--- src/rtl/usb_pipe_xfer_ctrl.sv ---
module usb_pipe_xfer_ctrl (
  input  logic       clk,
  input  logic       rst,
  input  logic       is_ctrl,
  input  logic       cfg_ok,
  input  logic       freeze,
  input  logic       tok_wr,
  input  logic [1:0] tok_sel,
  input  logic       bank_rel,
  input  logic       sent_clr,
  input  logic       sent_ie,
  input  logic       sof_en,
  input  logic       hs_valid,
  input  logic       hs_ack,
  output logic [1:0] token,
  output logic       toggle,
  output logic [1:0] stage,
  output logic       tx_req,
  output logic       bank_cpu,
  output logic       sent_flag,
  output logic       irq,
  output logic       sof_active
);
  localparam logic [1:0] TK_SETUP = 2'b00;
  localparam logic [1:0] TK_IN    = 2'b01;
  localparam logic [1:0] ST_SETUP = 2'b00;
  localparam logic [1:0] ST_DATA  = 2'b01;
  localparam logic [1:0] ST_STAT  = 2'b10;

  logic rel_held, data_in, acked;

  assign tx_req     = cfg_ok & ~freeze & ~bank_cpu;
  assign acked      = hs_valid & hs_ack & tx_req;
  assign irq        = sent_flag & sent_ie;
  assign sof_active = sof_en | tx_req;

  always_ff @(posedge clk) begin
    if (rst) begin
      token     <= TK_SETUP;
      toggle    <= 1'b0;
      stage     <= ST_SETUP;
      data_in   <= 1'b0;
      bank_cpu  <= 1'b1;
      sent_flag <= 1'b0;
      rel_held  <= 1'b0;
    end else begin
      if (tok_wr) begin
        token <= tok_sel;
        if (is_ctrl) begin
          toggle <= (tok_sel != TK_SETUP);
          if (tok_sel == TK_SETUP) stage <= ST_SETUP;
          else if (stage == ST_SETUP) begin
            stage   <= ST_DATA;
            data_in <= (tok_sel == TK_IN);
          end else if (stage == ST_DATA && data_in != (tok_sel == TK_IN))
            stage <= ST_STAT;
        end
      end else if (acked) toggle <= ~toggle;

      if (acked) bank_cpu <= 1'b1;
      else if ((bank_rel | rel_held) & ~freeze) bank_cpu <= 1'b0;

      if (freeze & bank_rel) rel_held <= 1'b1;
      else if (~freeze) rel_held <= 1'b0;

      if (acked) sent_flag <= 1'b1;
      else if (sent_clr) sent_flag <= 1'b0;
    end
  end

  assert_setup_tog_R3: assert property (@(posedge clk) disable iff (rst)
    (is_ctrl && tok_wr) |=> (toggle == ($past(tok_sel) != TK_SETUP)));
  assert_gate_R5: assert property (@(posedge clk) disable iff (rst)
    (hs_valid && (freeze || !cfg_ok) && !tok_wr && !bank_rel) |=> ($stable(toggle) && $stable(sent_flag) || $past(sent_clr)));
  assert_ack_R6: assert property (@(posedge clk) disable iff (rst)
    (hs_valid && hs_ack && cfg_ok && !freeze && !bank_cpu) |=> (bank_cpu && sent_flag));
  assert_nak_R7: assert property (@(posedge clk) disable iff (rst)
    (hs_valid && !hs_ack && !tok_wr && !sent_clr) |=> ($stable(toggle) && $stable(sent_flag)));
  assert_set_wins_R9: assert property (@(posedge clk) disable iff (rst)
    (acked && sent_clr) |=> sent_flag);
  assert_frozen_hold_R10: assert property (@(posedge clk) disable iff (rst)
    (freeze && bank_cpu) |=> bank_cpu);
endmodule

--- config.mk ---
export PLATFORM = sky130hd
export DESIGN_NAME = usb_pipe_xfer_ctrl
export DESIGN_NICKNAME = d
export VERILOG_FILES = /design/src/rtl/usb_pipe_xfer_ctrl.sv
export SDC_FILE = /design/constraint.sdc
export NUM_CORES = 1
export LEC_CHECK = 0
export BUFFER_PORTS_ARGS = -buffer_cell sky130_fd_sc_hd__buf_2
export CORE_AREA = 5 5 42 44
export DETAILED_ROUTE_END_ITERATION = 16
export DIE_AREA = 0 0 47 49
export PLACE_DENSITY_LB_ADDON = 0.1
export SKIP_LAST_GASP = 1
export SLEW_MARGIN = 20
export SYNTH_ARGS = -nofsm -noshare
export SYNTH_HDL_FRONTEND = slang
export SYNTH_SLANG_ARGS = --single-unit
--- constraint.sdc ---
create_clock -name clk -period 1.18 [get_ports clk]
set_input_delay 0.059 -clock clk [delete_from_list [all_inputs] [get_ports clk]]
set_output_delay 0.059 -clock clk [all_outputs]
set_load 0.1 [all_outputs]
Word-level counts from Yosys, hierarchy flattened
Cells that the tools add are included.
Operators by class
  div/mod/pow operators: 0
  shift-type cells: 0
  $mul: 0
  order comparisons: 0
  $add $sub $neg: 0
  multiplexer cells: 10
  reductions and logical operators: 11
  equal/unequal tests: 5
  bitwise operators: 13
Operators by type and width (number)
  1-bit bitwise AND: 7
  1-bit 2-to-1 mux: 7
  2-bit 2-to-1 mux: 3
  2-bit nonzero test: 3
  2-bit by 1-bit == test with 1-bit output (second input constant): 2
  2-bit logical NOT: 2
  1-bit inverter: 4
  4-bit AND reduction: 1
  3-bit AND reduction: 1
  3-bit nonzero test: 1
  2-bit by 1-bit inequality test with 1-bit output (second input constant): 1
  2-bit inequality test (second input constant): 1
  1-bit bitwise OR: 2
  2-bit AND reduction: 1
  2-bit OR reduction: 1
  1-bit logical AND: 1
  1-bit inequality test: 1
Storage, ports and cells
  memory bits (writable): 0
  output and inout port bits: 10
  latch bits: 0
  memory bits (read-only): 0
  input bits: 14
  memories: 0
  bits in registers: 9

Depth between registers and ports, before layout
Gate-level depths: netlist of the first run.
  depth after elaboration: 6
  depth in mapped cells: 5
  mapped depth without buffers: 4

Least setup slack after synthesis of the first run
No wires, ideal clock.
  path kind: reg2reg
  start: register bank_cpu
  end: register toggle
  setup time: 0.115 ns
  cell stages (with the launch flop): 5
  setup slack: -2.829 ns
  arrival: 3.894 ns
  period minus slack after synthesis: 4.009 ns
  required time: 1.065 ns
  cell sequence: dfxtp_1 nor3b_1 nand3_1 xnor2_1 o21a_1
Between the ends
  word-level cells in the longest chain between the ends: 5
Ends and longest elaborated chain
  from (decl): RTL line 19  | output logic bank_cpu,
  from (signal assigned): RTL line 43  | bank_cpu <= 1'b1;
  from (signal assigned): RTL line 60  | if (acked) bank_cpu <= 1'b1;
  from (signal assigned): RTL line 61  | else if ((bank_rel | rel_held) & ~freeze) bank_cpu <= 1'b0;
  1-bit inverter: RTL line 32  | assign tx_req = cfg_ok & ~freeze & ~bank_cpu;
  1-bit bitwise AND: RTL line 32
  net tx_req: RTL line 18  | output logic tx_req,
  1-bit bitwise AND: RTL line 33  | assign acked = hs_valid & hs_ack & tx_req;
  2-bit nonzero test (no line)
  2-bit AND reduction (no line)
  to (signal assigned): RTL line 50  | toggle <= (tok_sel != TK_SETUP);
  to (signal assigned): RTL line 58  | end else if (acked) toggle <= ~toggle;
  to (decl): RTL line 16  | output logic toggle,
The timed path passes the listed nets, and every way through them passes these cells.
A chain may end at the register's enable or synchronous reset.

Final worst setup path of the first run
  start: register bank_cpu
  end: output port sof_active
Between the ends
  word-level cells in the longest chain between the ends: 3
Ends and longest elaborated chain
  1-bit inverter: RTL line 32
  1-bit bitwise AND: RTL line 32
  1-bit bitwise OR: RTL line 35  | assign sof_active = sof_en | tx_req;
  to (decl): RTL line 22  | output logic sof_active
Every way passes these cells.

==> out/results.tsv, run 1 <==
metric	value	unit
WS Path Type	flop to primary output	
Power per Cell Area	1160	mW/mm^2
clock root cell	clkbuf_4	
Clock Tree Buf Depth	2	
core region area	0.00140	sq mm
worst hold endpoint	data_in	
pre-CTS setup slack	0.0996	ns
Finished Layout Cells	90	
CP max stage delay	0.35	ns
Max FO, Critical Path	2	
most common cell after layout, fill and taps aside	buf_2	
outcome	finished with violations	
Hold Fails Final Rpt	0	
Crit. End Element	primary output	
Setup Skew	0.00267	ns
DP Cell Count	82	
Synth Area per Inst	9.40	sq um
Slowest cell on crit path	dfxtp_4	
Sink Count	9	
grt ovf	0	
DRT iter0 DRCs	1	
crit path buf inv count	2	
min-delay worst type	primary input to flop	
Final nets	89	
failing checks	setup timing	
final WL	1030	microns
diode count	0	
worst flop-to-flop path startpoint	bank_cpu	
WP data arrival	1.22	ns
Netlist cell types	23	
RSZ-0062 raised after global routing	yes	
All-Layer GR Usage	9.24	%
CTS tree	yes	
fillers	148	
TritonCTS Buffers	3	
Die Y-Extent	49	microns
WL per Instance	11.5	microns
fraction of layout cells with a size suffix above 1	58.1	%
IO buf count	23	
post-layout minimum cycle time	1.27	ns
gp weighted congestion	0.659	
most frequent cells in the layout	buf_2, nor2_1, dfxtp_2	
hold path depth	2	
final setup margin	-0.0947	ns
Die ar.	0.00230	sq mm
initial antenna violation count	0	
f_max	784	MHz
vias in the first global route	379	
Slew Limit Fails	0	
Layout area overhead	75.2	%
sequential fraction of the synthesis area	44.6	%
Syn Nets	57	
routed vias/inst	4.78	
Worst EP required	1.12	ns
leakage power	0.324	nW
htree depth	1	
Mapped Cells	43	
Final period util	108	%
Die W	47	microns
Initial Utilization	28.8	%
CP startpoint kind	flop	
final setup fails	2	
HPWL after DPL	819	microns
mapped cell area	404	sq um
HP Start	tok_sel[1]	
Syn. warnings	0	
via count	430	
worst ir drop on vdd	0.000553	V
Worst path top cell family by delay	flip-flops	
DRT antenna net count	0	
drc violations	0	
Max-Slew Margin vs Limit	67.9	%
Pre-antenna DRT Iters	3	
Row Count	14	
post-synthesis sequential element count	9	
reg2reg setup slack	-0.06	ns
first-pass GRT wire length	1510	microns
RR Endpoint	toggle	
crit path cell chain	nor3b_4 -> buf_6 -> or2_4 -> buf_12	
reg2reg path depth	6	
largest net degree at the start of global routing	10	
Slew @ Worst Pin	0.485	ns
IO Count	24	
clk_lat worst skew	0.25	ns
Clk pin slew, worst setup/hold paths	0.06	ns
Max-cap violations	0	
==> power breakdown <==
group          total (mW)  internal (mW)  switching (mW)
clock               0.229          0.130          0.0992
sequential          0.331          0.321          0.0106
combinational       0.258         0.0889           0.169
==> worst max-delay path by stage <==
| stage | start | to | slack (ns) | cells past startpoint |
|---|---|---|---|---|
| finish | bank_cpu | sof_active | -0.09 | 4 |
| global route | bank_cpu | sof_active | -0.16 | 4 |
| CTS | bank_cpu | sof_active | -0.12 | 4 |
| detailed placement | bank_cpu | toggle | 0.1 | 4 |
| global placement | bank_cpu | toggle | 0.1 | 4 |
| floorplan | bank_cpu | toggle | -0.83 | 4 |
==> per-stage QoR <==
stage | instance area (sq um) | power [mW] | hold WS, ns | setup TNS, ns | util [%]
after floorplan | 435 | 0.509 | 0.153 | -2.92 | -
after global placement | 627 | 0.581 | 0.284 | 0 | 44.7
after detailed placement | 627 | 0.583 | 0.290 | 0 | 44.7
after CTS | 672 | 0.829 | 0.00996 | -0.174 | 47.9
after global routing | 708 | 0.861 | 0.0177 | -0.339 | 50.5
final | 708 | 0.819 | 0.0226 | -0.157 | 50.5
==> synthesized netlist by cell type <==
| cell type | count | area share [%] |
|---|---|---|
| a21oi_1 | 4 | 5.0 |
| xnor2_1 | 2 | 4.3 |
| a311oi_1 | 1 | 2.2 |
| o21a_1 | 1 | 1.9 |
| nand2_1 | 1 | 0.93 |
| nand3_1 | 1 | 1.2 |
| a2111o_1 | 1 | 2.8 |
| and2_1 | 1 | 1.5 |
| a211oi_1 | 1 | 1.9 |
| buf_6 | 1 | 2.8 |
| nor2b_1 | 1 | 1.5 |
| a21o_1 | 1 | 1.9 |
| nor3_1 | 1 | 1.2 |
| nor2_1 | 5 | 4.6 |
| or2_2 | 1 | 1.5 |
| dfxtp_1 | 9 | 45 |
| mux2i_1 | 2 | 5.0 |
| nand3b_1 | 1 | 1.9 |
| nor3b_1 | 2 | 3.7 |
| a41oi_1 | 1 | 2.2 |
| buf_4 | 1 | 1.9 |
| o21ai_0 | 2 | 2.5 |
| nand2b_1 | 2 | 3.1 |
==> worst reg2reg max path, cell delays in order, from the launching register on <==
cell and delay [ns]:
dfxtp_4 0.35, nor3b_4 0.20, buf_4 0.14, buf_6 0.09, nand3_4 0.07, xnor2_2 0.13, o21a_1 0.16
==> what timing repair did <==
action                     in CTS  in global routing
setup endpoints to repair       2                  4
gates resized for setup         1                  4
buffers inserted                2                  2
pin swaps                       1                  2
hold buffers                    0                  0
==> logic make-up (layout without fill, tap and decap cells) <==
kind of cell,count (synthesis),count (layout),share of synthesized area [%]
buf+inv,2,33,4.64
xor+xnor,2,2,4.34
compound gates,12,12,20.1
flops,9,9,44.6
mux,2,2,4.95
simple gates,16,16,21.4
==> registers in the layout, summed over array words and instances, names as in the netlist <==
signal and cells:
stage 2, token 2, bank_cpu 1, data_in 1
rel_held 1, sent_flag 1, toggle 1
==> area by class of cell <==
type                    instances  area, sq um  area share (%)
clock buffers                   4         26.3            3.71
multi-input cells              32          241            34.1
flip-flops and latches          9          190            26.9
well taps                      16         20.0            2.83
repair buffers                 29          230            32.5
==> metal layers <==
metal / routed length, microns / share of wire (%) / track usage [%] / up-vias
met5: 0 / 0 / 0 / -
met4: 0 / 0 / 6.91 / 0
met1: 446 / 43 / 10.4 / 195
met2: 471 / 46 / 13.6 / 17
li1: - / - / - / 218
met3: 115 / 11 / 3.32 / 0
No activity file was read; power rests on OpenSTA's default activity.
==> run 2, diff against run 1 <==
--- a/config.mk
+++ b/config.mk
@@ -9,9 +9,11 @@
 export CORE_AREA = 5 5 42 44
 export DETAILED_ROUTE_END_ITERATION = 16
 export DIE_AREA = 0 0 47 49
+export GPL_ROUTABILITY_DRIVEN = 1
 export PLACE_DENSITY_LB_ADDON = 0.1
 export SKIP_LAST_GASP = 1
 export SLEW_MARGIN = 20
 export SYNTH_ARGS = -nofsm -noshare
 export SYNTH_HDL_FRONTEND = slang
 export SYNTH_SLANG_ARGS = --single-unit
+export TNS_END_PERCENT = 50
==> run 2 against run 1 <==
Net effect: the flow still finishes with violations (setup timing); final area down 0.35%; sequential share of layout area down 0.79 points; register-to-register slack better by 0.05 ns; cell count decreased by 2.2%; clock power barely moved; non-clock buffer count shrank 2; highest routed layer is now met4.
==> out/results.tsv, run 2 (synthesis results as in run 1) <==
metric	value	unit
DP Cell Count	82	
All-Layer GR Usage	9.39	%
IO Count	24	
initial antenna violation count	0	
clock root cell	clkbuf_4	
diode count	0	
Crit. End Element	primary output	
RSZ-0062 raised after global routing	yes	
f_max	784	MHz
overall power	818	uW
WS Path Type	flop to primary output	
Sink Count	9	
Pre-antenna DRT Iters	3	
Internal	541	uW
Initial Utilization	28.8	%
worst ir drop on vdd	0.000554	V
DRT antenna net count	0	
htree depth	1	
most common cell after layout, fill and taps aside	buf_2	
Worst EP required	1.12	ns
largest net degree at the start of global routing	10	
Post-DP Area	648	sq um
Clk network pwr share	28.1	%
first-pass GRT wire length	1590	microns
post-route cell area	706	sq um
post-layout minimum cycle time	1.27	ns
clk_lat worst skew	0.25	ns
Max-cap violations	0	
Final nets	87	
gp weighted congestion	0.655	
min-delay worst type	primary input to flop	
drc violations	0	
switching part of the total power	33.9	%
grt ovf	0	
sequential power share	40.5	%
Die W	47	microns
Sw Pwr	277	uW
Final period util	108	%
Row Count	14	
core region area	0.00140	sq mm
Logic pwr share	31.4	%
WP data arrival	1.22	ns
TritonCTS Buffers	3	
outcome	finished with violations	
Max FO, Critical Path	3	
CP startpoint kind	flop	
via count	418	
Power per Cell Area	1160	mW/mm^2
Finished Layout Cells	88	
final setup margin	-0.0949	ns
WL per Instance	11.2	microns
DRT iter0 DRCs	1	
setup TNS	-0.166	ns
Die Y-Extent	49	microns
most frequent cells in the layout	buf_2, dfxtp_1, buf_12	
Hold Fails Final Rpt	0	
routed vias/inst	4.75	
Layout area overhead	74.6	%
Die ar.	0.00230	sq mm
CTS tree	yes	
Largest regs	stage (2), token (2)	
fraction of layout cells with a size suffix above 1	47.2	%
final WL	986	microns
Slew Limit Fails	0	
Setup Skew	0.000465	ns
fin util	50.4	%
vias in the first global route	386	
failing checks	setup timing	
Clock Tree Buf Depth	2	
leakage power	0.310	nW
hold buffer count at cts	0	
IO buf count	23	
Max-Slew Margin vs Limit	67.9	%
Slew @ Worst Pin	0.484	ns
final setup fails	3	
Clk pin slew, worst setup/hold paths	0.06	ns
==> run 2: path summary, 6_finish.rpt <==
| kind | startpoint | endpoint | slack [ns] | cells after the start |
|---|---|---|---|---|
| hold / removal | tok_sel[1] | data_in | 0.02 | 2 |
| hold reg to reg | sent_flag | sent_flag | 0.48 | 2 |
| setup / recovery | bank_cpu | sof_active | -0.09 | 4 |
| setup reg to reg | bank_cpu | toggle | -0.01 | 5 |
==> run 2: per-stage QoR <==
step           setup slack, ns  hold slack (ns)
6_report               -0.0949           0.0238
5_1_grt                 -0.152           0.0316
4_1_cts                 -0.136           0.0135
3_5_place_dp            0.0981            0.293
3_3_place_gp            0.0926            0.286
2_1_floorplan           -0.827            0.153
==> run 2: layer usage <==
metal | GRT usage, % | part of all wire, % | routed length [microns] | vias up
met1 | 11.1 | 40 | 393 | 181
met4 | 5.53 | 0.41 | 4 | 0
met3 | 3.69 | 13 | 132 | 2
met2 | 13.8 | 46 | 455 | 19
met5 | 0 | 0 | 0 | -
li1 | - | - | - | 216
==> run 2: power groups by stage <==
stage	registers, mW	logic, mW	clock network (mW)
2_1_floorplan	0.425	0.0818	0
3_3_place_gp	0.338	0.250	0
3_5_place_dp	0.338	0.251	0
4_1_cts	0.331	0.254	0.245
5_1_grt	0.334	0.270	0.264
6_report	0.331	0.257	0.230
==> run 2: final cells by class <==
type / count / area, sq um
flip-flops and latches: 9 / 184
multi-input cells: 32 / 224
repair buffers: 27 / 251
clock buffers: 4 / 26.3
fillers: 143 / 696
well taps: 16 / 20.0
==> run 2: what timing repair did <==
action,4_1_cts,5_1_grt
setup endpoints to repair,2,3
pin swaps,1,1
buffers inserted,1,1
resized for setup,1,0
==> run 2: worst max-delay path: stages (launching register included) <==
cell     delay [ns]
dfxtp_4        0.35
nor3b_4        0.20
buf_6          0.13
or2_4          0.11
buf_12         0.16
==> run 3, diff against run 2 <==
--- a/config.mk
+++ b/config.mk
@@ -6,9 +6,9 @@
 export NUM_CORES = 1
 export LEC_CHECK = 0
 export BUFFER_PORTS_ARGS = -buffer_cell sky130_fd_sc_hd__buf_2
-export CORE_AREA = 5 5 42 44
+export CORE_AREA = 10 10 47 49
 export DETAILED_ROUTE_END_ITERATION = 16
-export DIE_AREA = 0 0 47 49
+export DIE_AREA = 0 0 57 59
 export GPL_ROUTABILITY_DRIVEN = 1
 export PLACE_DENSITY_LB_ADDON = 0.1
 export SKIP_LAST_GASP = 1
==> run 3 against run 2 <==
Net effect: the run still ends with setup timing left; flip-flop and latch count unchanged; utilization is 0.54 points higher; largest cell class unchanged; setup slack better by 0.0019 ns; global-route usage shrank 1.8 points.
==> out/results.tsv, run 3 (synthesis results as in run 1) <==
metric	value	unit
first-pass GRT wire length	1990	microns
f_max	786	MHz
Clk network pwr share	28.2	%
worst flop-to-flop path startpoint	bank_cpu	
All-Layer GR Usage	7.56	%
Pre-antenna DRT Iters	2	
Slew Limit Fails	0	
core region area	0.00140	sq mm
crit path from	bank_cpu	
most common cell after layout, fill and taps aside	buf_2	
Initial Utilization	28.8	%
crit path buf inv count	2	
Slowest cell on crit path	dfxtp_4	
routed vias/inst	4.70	
TritonCTS Buffers	3	
clock root cell	clkbuf_4	
Max-cap violations	0	
overall power	826	uW
outcome	finished with violations	
Slew @ Worst Pin	0.488	ns
htree depth	1	
DRT antenna net count	0	
drc violations	0	
DRT iter0 DRCs	1	
WL per Instance	13.0	microns
RR Endpoint	toggle	
failing checks	setup timing	
Sw Pwr	282	uW
WP data arrival	1.21	ns
Critical Path End	sof_active	
Largest regs	stage (2), token (2)	
Internal	544	uW
Power per Cell Area	1160	mW/mm^2
Row Count	14	
pre-CTS setup slack	0.0903	ns
Die W	57	microns
Max FO, Critical Path	2	
gp weighted congestion	0.643	
fraction of layout cells with a size suffix above 1	47.9	%
Max-Slew Margin vs Limit	67.7	%
most frequent cells in the layout	buf_2, dfxtp_1, buf_12	
final setup fails	4	
sequential power share	40.1	%
hold slack	0.0249	ns
grt ovf	0	
leakage power	0.315	nW
reg2reg path depth	5	
IO buf count	23	
Clk pin slew, worst setup/hold paths	0.06	ns
Hold Fails Final Rpt	0	
Die ar.	0.00336	sq mm
Sink Count	9	
reg2reg setup slack	-0.01	ns
hold buffer count at cts	0	
Final period util	108	%
fin util	50.9	%
switching part of the total power	34.1	%
Worst path top cell family by delay	flip-flops	
final setup margin	-0.0930	ns
Die Y-Extent	59	microns
diode count	0	
WS Path Type	flop to primary output	
largest net degree at the start of global routing	10	
Stages on worst setup path	4	
min-delay worst type	primary input to flop	
Setup Skew	0.000512	ns
via count	418	
HPWL after DPL	959	microns
setup TNS	-0.174	ns
vias in the first global route	451	
initial antenna violation count	0	
final WL	1160	microns
Layout area overhead	76.5	%
crit path cell chain	nor3b_4 -> buf_6 -> or2_4 -> buf_12	
clk_lat worst skew	0.25	ns
CP max stage delay	0.35	ns
Final nets	88	
Worst EP required	1.12	ns
worst ir drop on vdd	0.000802	V
IO Count	24	
post-layout minimum cycle time	1.27	ns
RSZ-0062 raised after global routing	yes	
CTS tree	yes	
Logic pwr share	31.7	%
CP startpoint kind	flop	
Crit. End Element	primary output	
Clock Tree Buf Depth	2	
-- run 3: cell types whose count changed in the layout (fill, tap and decap cells not counted), sizes merged --
cell,change
buf,+1
-- run 3: how the worst min path moves through the flow --
stage / startpoint / to / cells past startpoint
final: tok_sel[1] / data_in / 2
after global routing: tok_sel[1] / data_in / 2
after CTS: tok_sel[1] / data_in / 2
after detailed placement: tok_sel[1] / data_in / 2
after global placement: tok_sel[1] / data_in / 2
after floorplan: tok_sel[1] / data_in / 1
-- run 3: final cells by class --
type	count	area (sq um)
Fill cell	143	688
Timing Repair Buffer	28	259
Multi-Input combinational cell	32	224
Sequential cell	9	184
Clock buffer	4	26.3
Tap cell	16	20.0
-- run 3: stage by stage --
step,cell area (sq um),instances
final,713,89
after global routing,713,89
after CTS,713,89
after detailed placement,648,82
after global placement,648,82
after floorplan,427,43
-- run 3: power groups by stage --
stage                     Combinational [mW]  Clock, mW  Sequential (mW)
after CTS                              0.264      0.252            0.331
after detailed placement               0.253          0            0.338
after global placement                 0.251          0            0.338
after floorplan                       0.0818          0            0.425
final                                  0.262      0.233            0.331
after global routing                   0.274      0.265            0.333
-- run 3: timing repair --
item	CTS	global route
endpoints found under the setup margin	2	4
pin swaps	1	1
gates resized for setup	1	0
buffers inserted	3	0
cloned	0	0
-- run 3: metal layers --
layer	share of wire, %	track usage [%]	vias to the layer above
met5	0	0	-
met4	0	5.03	0
met3	9.1	4.08	0
met2	44	11.0	18
met1	47	8.32	184
li1	-	-	216
